<file path="config.mk">
export PLATFORM = sky130hd
export DESIGN_NAME = quad_i2s_rx
export DESIGN_NICKNAME = d
export VERILOG_FILES = /design/src/rtl/quad_i2s_pkg.sv /design/src/rtl/qi2s_slot_ctrl.sv /design/src/rtl/qi2s_lane.sv /design/src/rtl/quad_i2s_rx.sv
export SDC_FILE = /design/constraint.sdc
export NUM_CORES = 1
export LEC_CHECK = 0
export ABC_CLOCK_PERIOD_IN_PS = 3500
export BUFFER_PORTS_ARGS = -buffer_cell sky130_fd_sc_hd__clkbuf_2
export CORE_MARGIN = 4
export CORE_UTILIZATION = 30
export DETAILED_ROUTE_END_ITERATION = 7
export PLACE_DENSITY = 0.58
export REMOVE_ABC_BUFFERS = 1
export SYNTH_ARGS = -nofsm -noshare
export SYNTH_HDL_FRONTEND = slang
export SYNTH_SLANG_ARGS = --single-unit
</file>
<file path="constraint.sdc">
create_clock -name clk -period 3.5 [get_ports clk]
set_input_delay 0.175 -clock clk [delete_from_list [all_inputs] [get_ports clk]]
set_output_delay 0.175 -clock clk [all_outputs]
set_load 0.02 [all_outputs]
</file>
<file path="src/rtl/quad_i2s_pkg.sv">
package quad_i2s_pkg;
  // Timing events shared by the slot controller and the data lanes.
  typedef struct packed {
    logic word_end;   // current edge samples the last bit of a slot
    logic end_right;  // the slot that ends is a right-channel slot
    logic publish;    // a complete left/right frame ends on this edge
  } slot_evt_t;
endpackage

</file>
<file path="src/rtl/qi2s_slot_ctrl.sv">
module qi2s_slot_ctrl
  import quad_i2s_pkg::*;
#(
  parameter int WORD_W = 18,
  localparam int CNT_W = $clog2(WORD_W + 1)
) (
  input  logic             clk,
  input  logic             rst,
  input  logic             ws,
  output logic [CNT_W-1:0] bit_idx,
  output logic             bit_en,
  output slot_evt_t        evt
);
  logic ws_d;
  logic in_sync;
  logic left_ok;
  logic ws_edge;

  assign ws_edge       = ws ^ ws_d;
  assign bit_en        = (bit_idx < CNT_W'(WORD_W));
  assign evt.word_end  = ws_edge;
  assign evt.end_right = ws_d;
  assign evt.publish   = ws_edge && ws_d && left_ok;

  always_ff @(posedge clk) begin
    if (rst) begin
      ws_d    <= 1'b0;
      bit_idx <= '0;
      in_sync <= 1'b0;
      left_ok <= 1'b0;
    end else begin
      ws_d <= ws;
      if (ws_edge) begin
        bit_idx <= '0;
        in_sync <= 1'b1;
        left_ok <= ws_d ? 1'b0 : in_sync;
      end else if (bit_en) begin
        bit_idx <= bit_idx + 1'b1;
      end
    end
  end

  // a frame only closes when word select has just gone from right to left.
  p_publish_on_fall_r6: assert property (@(posedge clk) disable iff (rst)
    evt.publish |-> ($past(ws) == 1'b1 && ws == 1'b0));

  // the bit position never runs past the word width.
  p_idx_bounded_r4: assert property (@(posedge clk) disable iff (rst)
    bit_idx <= CNT_W'(WORD_W));
endmodule

</file>
<file path="src/rtl/qi2s_lane.sv">
module qi2s_lane
  import quad_i2s_pkg::*;
#(
  parameter int WORD_W = 18,
  localparam int CNT_W = $clog2(WORD_W + 1)
) (
  input  logic              clk,
  input  logic              rst,
  input  logic              sd,
  input  logic [CNT_W-1:0]  bit_idx,
  input  logic              bit_en,
  input  slot_evt_t         evt,
  output logic [WORD_W-1:0] left_word,
  output logic [WORD_W-1:0] right_word
);
  logic [WORD_W-1:0] acc;
  logic [WORD_W-1:0] acc_next;

  always_comb begin
    acc_next = acc;
    for (int b = 0; b < WORD_W; b++) begin
      if (bit_en && bit_idx == CNT_W'(WORD_W - 1 - b)) acc_next[b] = sd;
    end
  end

  always_ff @(posedge clk) begin
    if (rst) begin
      acc       <= '0;
      left_word <= '0;
    end else if (evt.word_end) begin
      acc <= '0;
      if (!evt.end_right) left_word <= acc_next;
    end else begin
      acc <= acc_next;
    end
  end

  // The right word completes on the closing edge, including its final sample.
  assign right_word = acc_next;

  // a fresh slot starts from an all-zero accumulator.
  p_fresh_slot_r5: assert property (@(posedge clk) disable iff (rst)
    $past(evt.word_end) |-> ((acc & ~acc_next) == '0));
endmodule

</file>
<file path="src/rtl/quad_i2s_rx.sv">
module quad_i2s_rx
  import quad_i2s_pkg::*;
#(
  parameter int WORD_W = 18,
  localparam int NUM_LINES = 2,
  localparam int CNT_W = $clog2(WORD_W + 1)
) (
  input  logic              clk,
  input  logic              rst,
  input  logic              ws,
  input  logic              sd_front,
  input  logic              sd_rear,
  output logic [WORD_W-1:0] fl_word,
  output logic [WORD_W-1:0] fr_word,
  output logic [WORD_W-1:0] rl_word,
  output logic [WORD_W-1:0] rr_word,
  output logic              frame_valid
);
  logic [CNT_W-1:0]  bit_idx;
  logic              bit_en;
  slot_evt_t         evt;
  logic [NUM_LINES-1:0] sd_bus;
  logic [WORD_W-1:0] left_w  [NUM_LINES];
  logic [WORD_W-1:0] right_w [NUM_LINES];

  assign sd_bus = {sd_rear, sd_front};

  qi2s_slot_ctrl #(.WORD_W(WORD_W)) u_ctrl (
    .clk     (clk),
    .rst     (rst),
    .ws      (ws),
    .bit_idx (bit_idx),
    .bit_en  (bit_en),
    .evt     (evt)
  );

  for (genvar g = 0; g < NUM_LINES; g++) begin : g_lane
    qi2s_lane #(.WORD_W(WORD_W)) u_lane (
      .clk        (clk),
      .rst        (rst),
      .sd         (sd_bus[g]),
      .bit_idx    (bit_idx),
      .bit_en     (bit_en),
      .evt        (evt),
      .left_word  (left_w[g]),
      .right_word (right_w[g])
    );
  end

  always_ff @(posedge clk) begin
    if (rst) begin
      fl_word     <= '0;
      fr_word     <= '0;
      rl_word     <= '0;
      rr_word     <= '0;
      frame_valid <= 1'b0;
    end else begin
      frame_valid <= evt.publish;
      if (evt.publish) begin
        fl_word <= left_w[0];
        fr_word <= right_w[0];
        rl_word <= left_w[1];
        rr_word <= right_w[1];
      end
    end
  end

  // the frame strobe never lasts two cycles.
  p_single_pulse_r6: assert property (@(posedge clk) disable iff (rst)
    frame_valid |=> !frame_valid);

  // outputs hold while no frame is being released.
  p_hold_r8: assert property (@(posedge clk) disable iff (rst)
    !frame_valid |-> ($stable(fl_word) && $stable(fr_word) &&
                      $stable(rl_word) && $stable(rr_word)));

  // the cycle after a reset edge shows cleared outputs.
  p_reset_clear_r1: assert property (@(posedge clk)
    $past(rst) |-> (fl_word == '0 && fr_word == '0 && rl_word == '0 &&
                    rr_word == '0 && !frame_valid));
endmodule

</file>
Word-level counts from Yosys, hierarchy flattened
Index checks and enable logic that the tools add are counted.
{"block": "totals", "elab_cells": 94, "register_bits": 153}
{"block": "op_classes", "bitwise_logic": 2, "order_cmp": 1, "eq_ne": 17, "reduce_logical": 23, "mux": 37, "n_addsub": 1}
{"op": "$eq 5x4->1 const B", "count": 8}
{"op": "$mux 1", "count": 37}
{"op": "$eq 5x3->1 const B", "count": 4}
{"op": "$logic_and 1x1->1", "count": 20}
{"op": "$eq 5x2->1 const B", "count": 2}
{"op": "$eq 5x5->1 const B", "count": 2}
{"op": "$add 5x1->5 const B", "count": 1}
{"op": "$eq 5x1->1 const B", "count": 1}
{"op": "$logic_not 5->1", "count": 1}
{"op": "$lt 5x5->1 const B", "count": 1}
{"op": "$reduce_and 2->1", "count": 1}
{"op": "$reduce_or 2->1", "count": 1}
{"op": "$not 1->1", "count": 1}
{"op": "$xor 1x1->1", "count": 1}

Longest topological paths before layout
Gate-level depths: netlist of the first run.
{"block": "logic_depth", "ltp_word": 3, "depth_mapped": 8, "mapped_depth_nobuf": 6}

Cells and area by module
A second synthesis of the first run with hierarchy kept.
{"block": "unflattened", "hier_cells": 640, "area_unflattened_um2": 6279.8}
{"module": "qi2s_lane", "area_each_um2": 1637.8, "cells_per_inst": 184, "instances": 2}
{"module": "quad_i2s_rx", "area_each_um2": 2651.3, "cells_per_inst": 234, "instances": 1}
{"module": "qi2s_slot_ctrl", "area_each_um2": 352.8, "cells_per_inst": 38, "instances": 1}

Worst setup path before layout of the first run
Ideal clock, no wire load.
{"block": "synth_path", "path_kind": "reg2reg", "start": "register u_ctrl.bit_idx[1]", "end": "register g_lane[0].u_lane.left_word[2]", "setup_time_ps": 137, "stages_incl_launch_ff": 7, "slack_ps": 1532, "arrival_time_ps": 1831, "synth_period_minus_slack_ps": 1968, "cell_sequence": "dfxtp_1 > ha_1 > and3_1 > ha_1 > or4b_1 > a32oi_1 > a211oi_1"}
{"block": "synth_between", "elab_chain_len": 3, "elab_cells_between_ends": 4, "classes_between": "order compare: 1; eq/ne: 1; mux: 1; reduce/logical: 1"}
{"item": "start, declared", "line_no": "qi2s_slot_ctrl.sv:10", "rtl": "output logic [CNT_W-1:0] bit_idx,"}
{"item": "start signal, assigned", "line_no": "qi2s_slot_ctrl.sv:38", "rtl": "bit_idx <= bit_idx + 1'b1;"}
{"item": "$lt 5x5->1 / $eq 5x4->1 (equally long branches)", "line_no": "qi2s_slot_ctrl.sv:20, qi2s_lane.sv:22"}
{"item": "$logic_and 1x1->1 (*)", "line_no": "qi2s_lane.sv:22", "rtl": "if (bit_en && bit_idx == CNT_W'(WORD_W - 1 - b)) acc_next[b] = sd;"}
{"item": "$mux 1 (*)", "line_no": "qi2s_lane.sv:22"}
{"item": "end signal, assigned", "line_no": "qi2s_lane.sv:32", "rtl": "if (!evt.end_right) left_word <= acc_next;"}
{"item": "end, declared", "line_no": "qi2s_lane.sv:13", "rtl": "output logic [WORD_W-1:0] left_word,"}
Every way passes the cells marked *; elsewhere a longest branch is shown, timed or not.
A chain may end at the register's enable or synchronous reset.

Worst setup path after layout of the first run
Same ends and word-level chain as after synthesis.

==> impl_metrics.toml, run 1 <==
[power_and_ir_drop]
p_comb_frac = 0.046
powerDensity_mw_per_mm2 = 561.3
seq_power_share = 0.481
p_leak_nw = 2.435
peakVddDrop_mv = 0.3497
power_frac_clock = 0.473
power.switching_w = 0.0008475
p_int_w = 0.002903
switching_share = 0.2260

[synth]
ys_warn_count = 0
synthDistinctLibCells = 30
ys_ff_latch = 153
syn_area_per_cell_um2 = 9.395
netlist_area_mm2 = 0.005562
syn_inst = 592
seq_area_frac_synth = 0.5507

[clock_network]
cts_tree = "done"
clock_latency_ns = 0.42
cts_buffer_depth = 2
cts.sinks = 153
cts.clk_slew.worst_paths_ns = 0.06
cts_root_buffer = "clkbuf_16"
cts_inserted_buffers = 17
htreeDepth = 4

[worst_setup_path]
crit_type = "reg -> reg"
start_kind = "register"
required_ns = 3.76
arrival_ns = 2.50
crit_fanout = 11
endpoint_kind = "register"
r2r_slack_ns = 1.27

[floorplan]
die_x_um = 144.2
std_cell_rows = 49
start_util = 0.3075
dieArea_mm2 = 0.02078
core_area_mm2 = 0.01809
die_h_um = 144.2
boundaryPins = 78

[routing]
vias = 4123
drt_pass1_iterations = 4
drt-initial-drc-count = 96
wirelength_um = 12600
postRouteAntennaNets = 0
drc = 0
wl_per_cell_um = 14.22
via_per_inst = 4.653

[grt]
met2_usage = 0.1810
grt_pass1_wl_um = 20070
met1_usage = 0.1738
grt_overflow_total = 0
grt_antenna_before_repair = 0
busiest_layer = "met2"
track_usage = 0.1234
met3_usage = 0.03737
grt_max_degree = 59
grt_pass1_vias = 3783

[timing]
setup_tns_ns = 0
slew_viol_final = 0
finalHoldViolCount = 0
slew_headroom = 0.3895
fin_crit_sh = 0.6385
max_freq_mhz = 447.5
min_period_ns = 2.235
rsz0062_at_grt = "no"
clock_skew_ns = 0.01021
setup_violations = 0
tightestPinTransition_ns = 0.9157

[layout]
syn2layout_area_growth_pct = 20.14
nets = 657
fin_area_mm2 = 0.006681
postLayoutCoreUtil = 0.3694
fill_cells = 1850
drive_above_1_share = 0.1963
antenna_cells = 0

[place]
placed_cell_area_mm2 = 0.006100
gp_congestion = 0.7435
numPortBuffers = 77
dp_hpwl_um = 7748

[job]
maxCapViolations = 0

[hold_path]
hp-class = "in -> reg"

[status]
status = "complete, no violations"
## critical path, cell delays in order, from the launching register on
cell and delay, ns:
dfxtp_1 0.56, ha_1 0.26, and3_1 0.17, ha_1 0.18, or4b_1 0.47, a32oi_1 0.33, a211oi_1 0.12
## state kept, by name (all words and copies together), names as in the netlist
signal	cells
g_lane.u_lane.acc	36
g_lane.u_lane.left_word	36
fl_word	18
fr_word	18
rl_word	18
rr_word	18
u_ctrl.bit_idx	5
frame_valid	1
u_ctrl.in_sync	1
u_ctrl.left_ok	1
u_ctrl.ws_d	1
## layer usage
| metal | wire length, um | up-vias |
|---|---|---|
| met2 | 5445 | 66 |
| li1 | - | 2141 |
| met1 | 6560 | 1907 |
| met4 | 121 | 0 |
| met3 | 474 | 9 |
| met5 | 0 | - |
## power groups by stage
stage               clock network [W]   logic, W  registers (W)
finish                        0.00178   0.000171        0.00180
global route                  0.00192   0.000193        0.00181
CTS                           0.00184   0.000174        0.00180
detailed placement                  0   0.000173        0.00184
global placement                    0   0.000170        0.00184
floorplan                           0  0.0000952        0.00184
## per-stage QoR
stage	worst slack [ns]	total power (W)	cells	hold WS, ns
floorplan	0.7119	0.001940	541	0.2441
global placement	1.344	0.002011	853	0.4299
detailed placement	1.296	0.002015	853	0.4345
CTS	1.278	0.003819	886	0.2591
global route	1.118	0.003917	886	0.2933
finish	1.265	0.003750	886	0.2691
## cells in the final DEF (no fill, tap or decap), drive strengths merged
master | netlist | layout
nand2 | 73 | 73
clkinv | 0 | 3
clkinvlp | 0 | 5
mux2i | 30 | 30
o21ai | 6 | 6
buf | 12 | 7
a22oi | 1 | 1
nand2b | 2 | 2
nand4b | 4 | 4
nor4b | 5 | 5
a211oi | 64 | 64
ha | 8 | 8
a21oi | 44 | 44
and2 | 3 | 3
or4b | 2 | 2
inv | 8 | 9
and4bb | 8 | 8
a311oi | 9 | 9
and3 | 1 | 1
nand3 | 4 | 4
xor2 | 1 | 1
o31ai | 1 | 1
bufinv | 0 | 2
xnor2 | 1 | 1
nor2 | 110 | 110
dfxtp | 153 | 153
a32oi | 2 | 2
nor3b | 1 | 1
clkbuf | 39 | 97
dlygate4sd3 | 0 | 1
## synth_stat cells
| master | count | area (um2) |
|---|---|---|
| a21oi_1 | 44 | 220.2 |
| buf_1 | 4 | 15.01 |
| ha_1 | 8 | 100.1 |
| a32oi_1 | 2 | 17.52 |
| nand4b_1 | 4 | 35.03 |
| xnor2_1 | 1 | 8.760 |
| nor3b_1 | 1 | 7.510 |
| mux2i_1 | 30 | 300.3 |
| and4bb_2 | 7 | 87.58 |
| o21ai_0 | 6 | 30.03 |
| buf_4 | 1 | 7.510 |
| xor2_1 | 1 | 8.760 |
| o31ai_2 | 1 | 12.51 |
| a211oi_1 | 64 | 480.5 |
| or4b_1 | 2 | 20.02 |
| a22oi_1 | 1 | 7.510 |
| nand3_1 | 4 | 20.02 |
| nand2_1 | 73 | 274.0 |
| a311oi_1 | 9 | 78.83 |
| and2_1 | 3 | 18.77 |
| and4bb_1 | 1 | 12.51 |
| nand2b_1 | 2 | 12.51 |
| nor4b_2 | 3 | 45.04 |
| nor4b_4 | 2 | 47.55 |
| clkbuf_1 | 39 | 146.4 |
| inv_1 | 8 | 30.03 |
| buf_2 | 7 | 35.03 |
| nor2_1 | 110 | 412.9 |
| dfxtp_1 | 153 | 3063 |
| and3_1 | 1 | 6.260 |
## timing repair
| item | 4_1_cts | 5_1_grt |
|---|---|---|
| buffers inserted | 0 | 0 |
| hold endpoints to repair | 1 | 0 |
| hold buffers | 1 | 0 |
| gates resized for setup | 0 | 0 |
## cell families (layout without fill, tap and decap cells)
group	after synthesis	in the layout	share of synthesized area
AO/OA/AOI/OAI	127	127	0.1523
buffers and inverters	59	124	0.04207
adder cells (fa/ha/maj)	8	8	0.01800
XOR/XNOR	2	2	0.003150
AND/OR/NAND/NOR	213	213	0.1798
flip-flops	153	153	0.5507
multiplexers	30	30	0.05399
## final cells by class
type | count | area [um2] | area share
sequential | 153 | 3063 | 0.4584
clock inverter | 11 | 121.4 | 0.01816
clock buffer | 21 | 450.4 | 0.06742
inverter | 8 | 30.03 | 0.004494
timing repair buffer | 84 | 455.4 | 0.06816
tap | 229 | 286.5 | 0.04288
multi-input combinational | 380 | 2275 | 0.3404
## final timing paths
kind,startpoint,endpoint,cells after the start
setup / recovery,u_ctrl.bit_idx[1]$_SDFFE_PP0P_,g_lane[0].u_lane.left_word[2]$_SDFFE_PP0P_,6
hold / removal,rst,rl_word[7]$_SDFFE_PP0P_,2
setup reg to reg,u_ctrl.bit_idx[1]$_SDFFE_PP0P_,g_lane[0].u_lane.left_word[2]$_SDFFE_PP0P_,6
hold reg to reg,g_lane[1].u_lane.left_word[16]$_SDFFE_PP0P_,rl_word[16]$_SDFFE_PP0P_,2
Power figures use the tool's default switching activity.
==> run 2, diff against run 1 <==
--- a/config.mk
+++ b/config.mk
@@ -5,12 +5,13 @@
 export SDC_FILE = /design/constraint.sdc
 export NUM_CORES = 1
 export LEC_CHECK = 0
-export ABC_CLOCK_PERIOD_IN_PS = 3500
+export ABC_AREA = 1
+export ABC_CLOCK_PERIOD_IN_PS = 2020
 export BUFFER_PORTS_ARGS = -buffer_cell sky130_fd_sc_hd__clkbuf_2
 export CORE_MARGIN = 4
 export CORE_UTILIZATION = 30
 export DETAILED_ROUTE_END_ITERATION = 7
-export PLACE_DENSITY = 0.58
+export PLACE_DENSITY = 0.6
 export REMOVE_ABC_BUFFERS = 1
 export SYNTH_ARGS = -nofsm -noshare
 export SYNTH_HDL_FRONTEND = slang
==> constraint.sdc (replaced) <==
create_clock -name clk -period 2.02 [get_ports clk]
set_input_delay 0.101 -clock clk [delete_from_list [all_inputs] [get_ports clk]]
set_output_delay 0.101 -clock clk [all_outputs]
set_load 0.02 [all_outputs]
==> impl_metrics.toml, run 2 <==
[status]
status = "complete, no violations"

[floorplan]
dieArea_mm2 = 0.02179
std_cell_rows = 50
die_x_um = 147.6
die_h_um = 147.6
core_area_mm2 = 0.01896
start_util = 0.3085
boundaryPins = 78

[place]
dp_hpwl_um = 8926
gp_congestion = 0.7443
numPortBuffers = 77
placed_cell_area_mm2 = 0.006489

[routing]
wirelength_um = 13790
drt-initial-drc-count = 258
met3_length_um = 792
postRouteAntennaNets = 0
drt_pass1_iterations = 4
highest_layer = "met4"
via_per_inst = 4.233
wl_per_cell_um = 12.23
vias = 4771
wirelength_met1_um = 6718
dr_wl_met2_um = 6109
drc = 0

[synth]
synth_top_cells_by_area = "dfxtp_1, nor2_1, o21ai_0"
ys_warn_count = 0
seq_area_frac_synth = 0.5237
ys_ff_latch = 153
synth_area_leader_cell = "dfxtp_1"
synth_top_area_frac = 0.5237
synth_commonest_cells = "nor2_1, dfxtp_1, o21ai_0"
netlist_area_mm2 = 0.005848
synthDistinctLibCells = 17
syn_area_per_cell_um2 = 7.440
synth_edf_count = 0
synth-async-reset-ratio = 0
ys_dominant_reg_cell = "dfxtp_1"
synth.most_common_cell = "nor2_1"
syn_inst = 786

[timing]
clock_skew_ns = 0.01038
tightestPinTransition_ns = 0.5561
slew_headroom = 0.6288
setup_tns_ns = 0
finalHoldViolCount = 0
rsz0062_at_grt = "no"
max_freq_mhz = 584.0
slew_viol_final = 0
min_period_ns = 1.712
fin_crit_sh = 0.8477
setup_violations = 0

[layout]
syn2layout_area_growth_pct = 21.22
fin_area_mm2 = 0.007089
reg_top3 = "g_lane.u_lane.acc x36, g_lane.u_lane.left_word x36"
final_common_cell = "nor2_1"
final_cell_mix = "nor2_1, dfxtp_1, o21ai_0, inv_1, clkbuf_2"
postLayoutCoreUtil = 0.3740
drive_above_1_share = 0.1351
nets = 866

[worst_setup_path]
start_kind = "register"
critPathMaxStageDelay_ns = 0.38
required_ns = 2.39
worst-path-buf-inv = 3
crit_fanout = 7
arrival_ns = 2.08
cp_top_family = "compound AO/OA/AOI/OAI gates"
slowest_stage = "o21ai_0"
crit_chain = "inv_1, ha_1, inv_1, nor2_1, nand2_1, o21ai_0, o21ai_0, inv_1"
endpoint_kind = "register"
crit_type = "reg -> reg"
path_common_cell = "inv_1"

[job]
maxCapViolations = 0

[grt]
grt_overflow_total = 0
grt_pass1_vias = 4589
grt_antenna_before_repair = 1
track_usage = 0.1332
grt_max_degree = 76
grt_pass1_wl_um = 23540

[clock_network]
cts_tree = "done"
cts.sinks = 153
cts.clk_slew.worst_paths_ns = 0.06
clock_latency_ns = 0.43
cts_root_buffer = "clkbuf_16"
htreeDepth = 4
postCtsSetupBuffers = 0
cts_inserted_buffers = 17
cts_buffer_depth = 2

[power_and_ir_drop]
p_leak_nw = 3.438
peakVddDrop_mv = 0.3923
powerDensity_mw_per_mm2 = 956.6

[hold_path]
hp-class = "in -> reg"
## run 2: cell count changes after synthesis, sizes merged, moves of 13 or more
cell	previous run	this run
a211oi	64	0
a21oi	44	26
and2	3	30
clkbuf	39	26
inv	8	101
mux2i	30	0
nand3	4	18
nor2	110	203
o21ai	6	130
## run 2: timing repair
action / in CTS / in global routing
endpoints found under the hold margin: 1 / 0
setup endpoints to repair: 0 / 0
hold buffers: 1 / 0
gates resized for setup: 0 / 0
## run 2: routing by layer
| layer | track usage | up-vias |
|---|---|---|
| met3 | 0.04537 | 14 |
| met2 | 0.2095 | 73 |
| met4 | 0.05033 | 0 |
| met1 | 0.1695 | 2121 |
| met5 | 0 | - |
| li1 | - | 2563 |
## run 2: cells by family (layout without fill, tap and decap cells)
group                    count (synthesis)  in the layout  share of synthesized area
AO/OA/AOI/OAI                          156            156                     0.1335
adder cells (fa/ha/maj)                  8              8                    0.01712
buffers and inverters                  141            221                    0.09841
flip-flops                             153            153                     0.5237
other                                    0              1                          0
AND/OR/NAND/NOR                        328            328                     0.2272
## run 2: path summary, 6_finish.rpt
check	slack (ns)	end	cells past startpoint	start
hold reg to reg	0.46	rl_word[14]$_SDFFE_PP0P_	2	g_lane[1].u_lane.left_word[14]$_SDFFE_PP0P_
hold / removal	0.03	g_lane[0].u_lane.acc[1]$_SDFF_PP0_	3	sd_front
setup reg to reg	0.31	rr_word[15]$_SDFFE_PP0P_	8	u_ctrl.bit_idx[0]$_SDFFE_PP0P_
setup / recovery	0.31	rr_word[15]$_SDFFE_PP0P_	8	u_ctrl.bit_idx[0]$_SDFFE_PP0P_
## run 2: power by group
group          internal [W]  switching [W]
combinational      0.000137       0.000296
sequential          0.00311      0.0000439
clock               0.00194        0.00125
## run 2: layout make-up
type                            count  area, um2
Inverter                          102      382.9
Timing Repair Buffer               87      513.0
Sequential cell                   153       3063
Clock buffer                       21      440.4
Multi-Input combinational cell    492       2215
Antenna cell                        1      2.502
Fill cell                        2018      11870
Clock inverter                     11      147.6
Tap cell                          260      325.3
## run 2: tightest hold or removal path, cell delays in order
cell	delay [ns]
clkbuf_2	0.11
nand3_1	0.12
a21oi_1	0.07
## run 2: stage by stage
stage / hold WS [ns] / instances / power (W) / setup slack (ns)
final: 0.03009 / 1127 / 0.006782 / 0.3077
after global routing: 0.03655 / 1127 / 0.007066 / 0.05640
after CTS: 0.01658 / 1126 / 0.006859 / 0.2943
after detailed placement: 0.3568 / 1093 / 0.003658 / 0.3328
after global placement: 0.3467 / 1093 / 0.003651 / 0.3571
after floorplan: 0.1734 / 747 / 0.003483 / -0.8376
==> run 3, diff against run 2 <==
--- a/config.mk
+++ b/config.mk
@@ -6,7 +6,7 @@
 export NUM_CORES = 1
 export LEC_CHECK = 0
 export ABC_AREA = 1
-export ABC_CLOCK_PERIOD_IN_PS = 2020
+export ABC_CLOCK_PERIOD_IN_PS = 1500
 export BUFFER_PORTS_ARGS = -buffer_cell sky130_fd_sc_hd__clkbuf_2
 export CORE_MARGIN = 4
 export CORE_UTILIZATION = 30
==> constraint.sdc (replaced) <==
create_clock -name clk -period 1.5 [get_ports clk]
set_input_delay 0.075 -clock clk [delete_from_list [all_inputs] [get_ports clk]]
set_output_delay 0.075 -clock clk [all_outputs]
set_load 0.02 [all_outputs]
==> impl_metrics.toml, run 3 (synthesis results as in run 2) <==
[timing]
clock_skew_ns = 0.009965
slew_viol_final = 0
min_period_ns = 1.470
finalHoldViolCount = 0
max_freq_mhz = 680.1
setup_tns_ns = 0
whs_ns = 0.08550
rsz0062_at_grt = "yes"
setup_violations = 0
fin_crit_sh = 0.9802
tightestPinTransition_ns = 0.3911
slew_headroom = 0.7390

[clock_network]
cts_tree = "done"
clock_latency_ns = 0.43
cts_buffer_depth = 2
htreeDepth = 4
cts.sinks = 153
cts_root_buffer = "clkbuf_16"
cts_inserted_buffers = 17
cts.clk_slew.worst_paths_ns = 0.06

[routing]
via_per_inst = 4.333
wl_per_cell_um = 12.66
drt-initial-drc-count = 294
drc = 0
wirelength_um = 14680
postRouteAntennaNets = 0
vias = 5022
drt_pass1_iterations = 4

[floorplan]
boundaryPins = 78
core_area_mm2 = 0.01896
start_util = 0.3085
die_x_um = 147.6
dieArea_mm2 = 0.02179
die_h_um = 147.6
std_cell_rows = 50

[worst_setup_path]
cp_top_family = "flip-flops"
path_common_cell = "inv_1"
arrival_ns = 1.78
endpoint_kind = "register"
start_kind = "register"
critPathMaxStageDelay_ns = 0.37
crit_chain = "inv_2, ha_1, inv_1, nor2_4, nand2_2, nand2_1, o21ai_0, buf_4, o21ai_1, inv_1"
crit_fanout = 5
required_ns = 1.81
crit_type = "reg -> reg"
slowest_stage = "dfxtp_4"
worst-path-buf-inv = 4

[layout]
nets = 898
reg_top3 = "g_lane.u_lane.acc x36, g_lane.u_lane.left_word x36"
final_common_cell = "nor2_1"
fill_cells = 2009
multi_input_area_mm2 = 0.002412
fin_area_mm2 = 0.007547
syn2layout_area_growth_pct = 29.05
postLayoutCoreUtil = 0.3982
drive_above_1_share = 0.2316
final_cell_mix = "nor2_1, dfxtp_1, inv_1, clkbuf_2, o21ai_1"
regArea_mm2 = 0.003070

[power_and_ir_drop]
p_leak_nw = 3.669
powerDensity_mw_per_mm2 = 1217
peakVddDrop_mv = 0.6973

[place]
placed_cell_area_mm2 = 0.006686
gp_congestion = 0.7457
dp_hpwl_um = 9536
numPortBuffers = 77

[grt]
track_usage = 0.1376
grt_overflow_total = 0
grt_pass1_wl_um = 24030
grt_antenna_before_repair = 1
grt_max_degree = 59
grt_pass1_vias = 4846

[hold_path]
hp-class = "in -> reg"

[status]
status = "complete, no violations"

[job]
maxCapViolations = 0
[run 3: final cells by class]
cell class              count  share of cell area
flip-flops and latches    153              0.4068
clock inverters            10             0.01575
diodes                      1           0.0003316
clock buffers              22             0.06151
inverters                 102             0.05073
repair buffers            119              0.1021
multi-input cells         492              0.3196
well taps                 260             0.04310
[run 3: worst paths after layout]
| check | from | to | slack, ns | cells past startpoint |
|---|---|---|---|---|
| hold / removal | rst | u_ctrl.bit_idx[0]$_SDFFE_PP0P_ | 0.09 | 4 |
| setup reg to reg | u_ctrl.bit_idx[0]$_SDFFE_PP0P_ | rr_word[15]$_SDFFE_PP0P_ | 0.03 | 10 |
| hold reg to reg | g_lane[1].u_lane.left_word[14]$_SDFFE_PP0P_ | rl_word[14]$_SDFFE_PP0P_ | 0.45 | 2 |
| setup / recovery | u_ctrl.bit_idx[0]$_SDFFE_PP0P_ | rr_word[15]$_SDFFE_PP0P_ | 0.03 | 10 |
[run 3: worst reg2reg max path, cell delays in order, from the launching register on]
cell,delay [ns]
dfxtp_4,0.37
inv_2,0.06
ha_1,0.13
inv_1,0.06
nor2_4,0.16
nand2_2,0.10
nand2_1,0.06
o21ai_0,0.07
buf_4,0.14
o21ai_1,0.14
inv_1,0.06
[run 3: metrics by stage]
stage	worst slack (ns)	power, W	instances
2_1_floorplan	-1.358	0.004690	747
6_report	0.02968	0.009181	1159
5_1_grt	-0.1134	0.009557	1159
3_3_place_gp	-0.1250	0.004968	1121
3_5_place_dp	-0.1320	0.004974	1121
4_1_cts	-0.01297	0.009267	1156
[run 3: where the power goes]
part / internal, W / switching (W)
clock network: 0.00254 / 0.00170
logic: 0.000247 / 0.000447
registers: 0.00419 / 0.0000624
[run 3: repair_timing]
item | in CTS | in global routing
endpoints found under the hold margin | 4 | 0
buffers inserted | 0 | 1
pin swaps | 1 | 17
hold buffers | 3 | 0
setup endpoints to repair | 80 | 101
gates resized for setup | 27 | 121
gates cloned | 0 | 1
[run 3: metal layers]
metal,vias to the layer above,wire length [um],share of wire,global-route usage
met3,23,807,0.055,0.04537
met2,92,6566,0.45,0.2218
met5,-,0,0,0
li1,2639,-,-,-
met4,0,258,0.018,0.04800
met1,2268,7047,0.48,0.1732
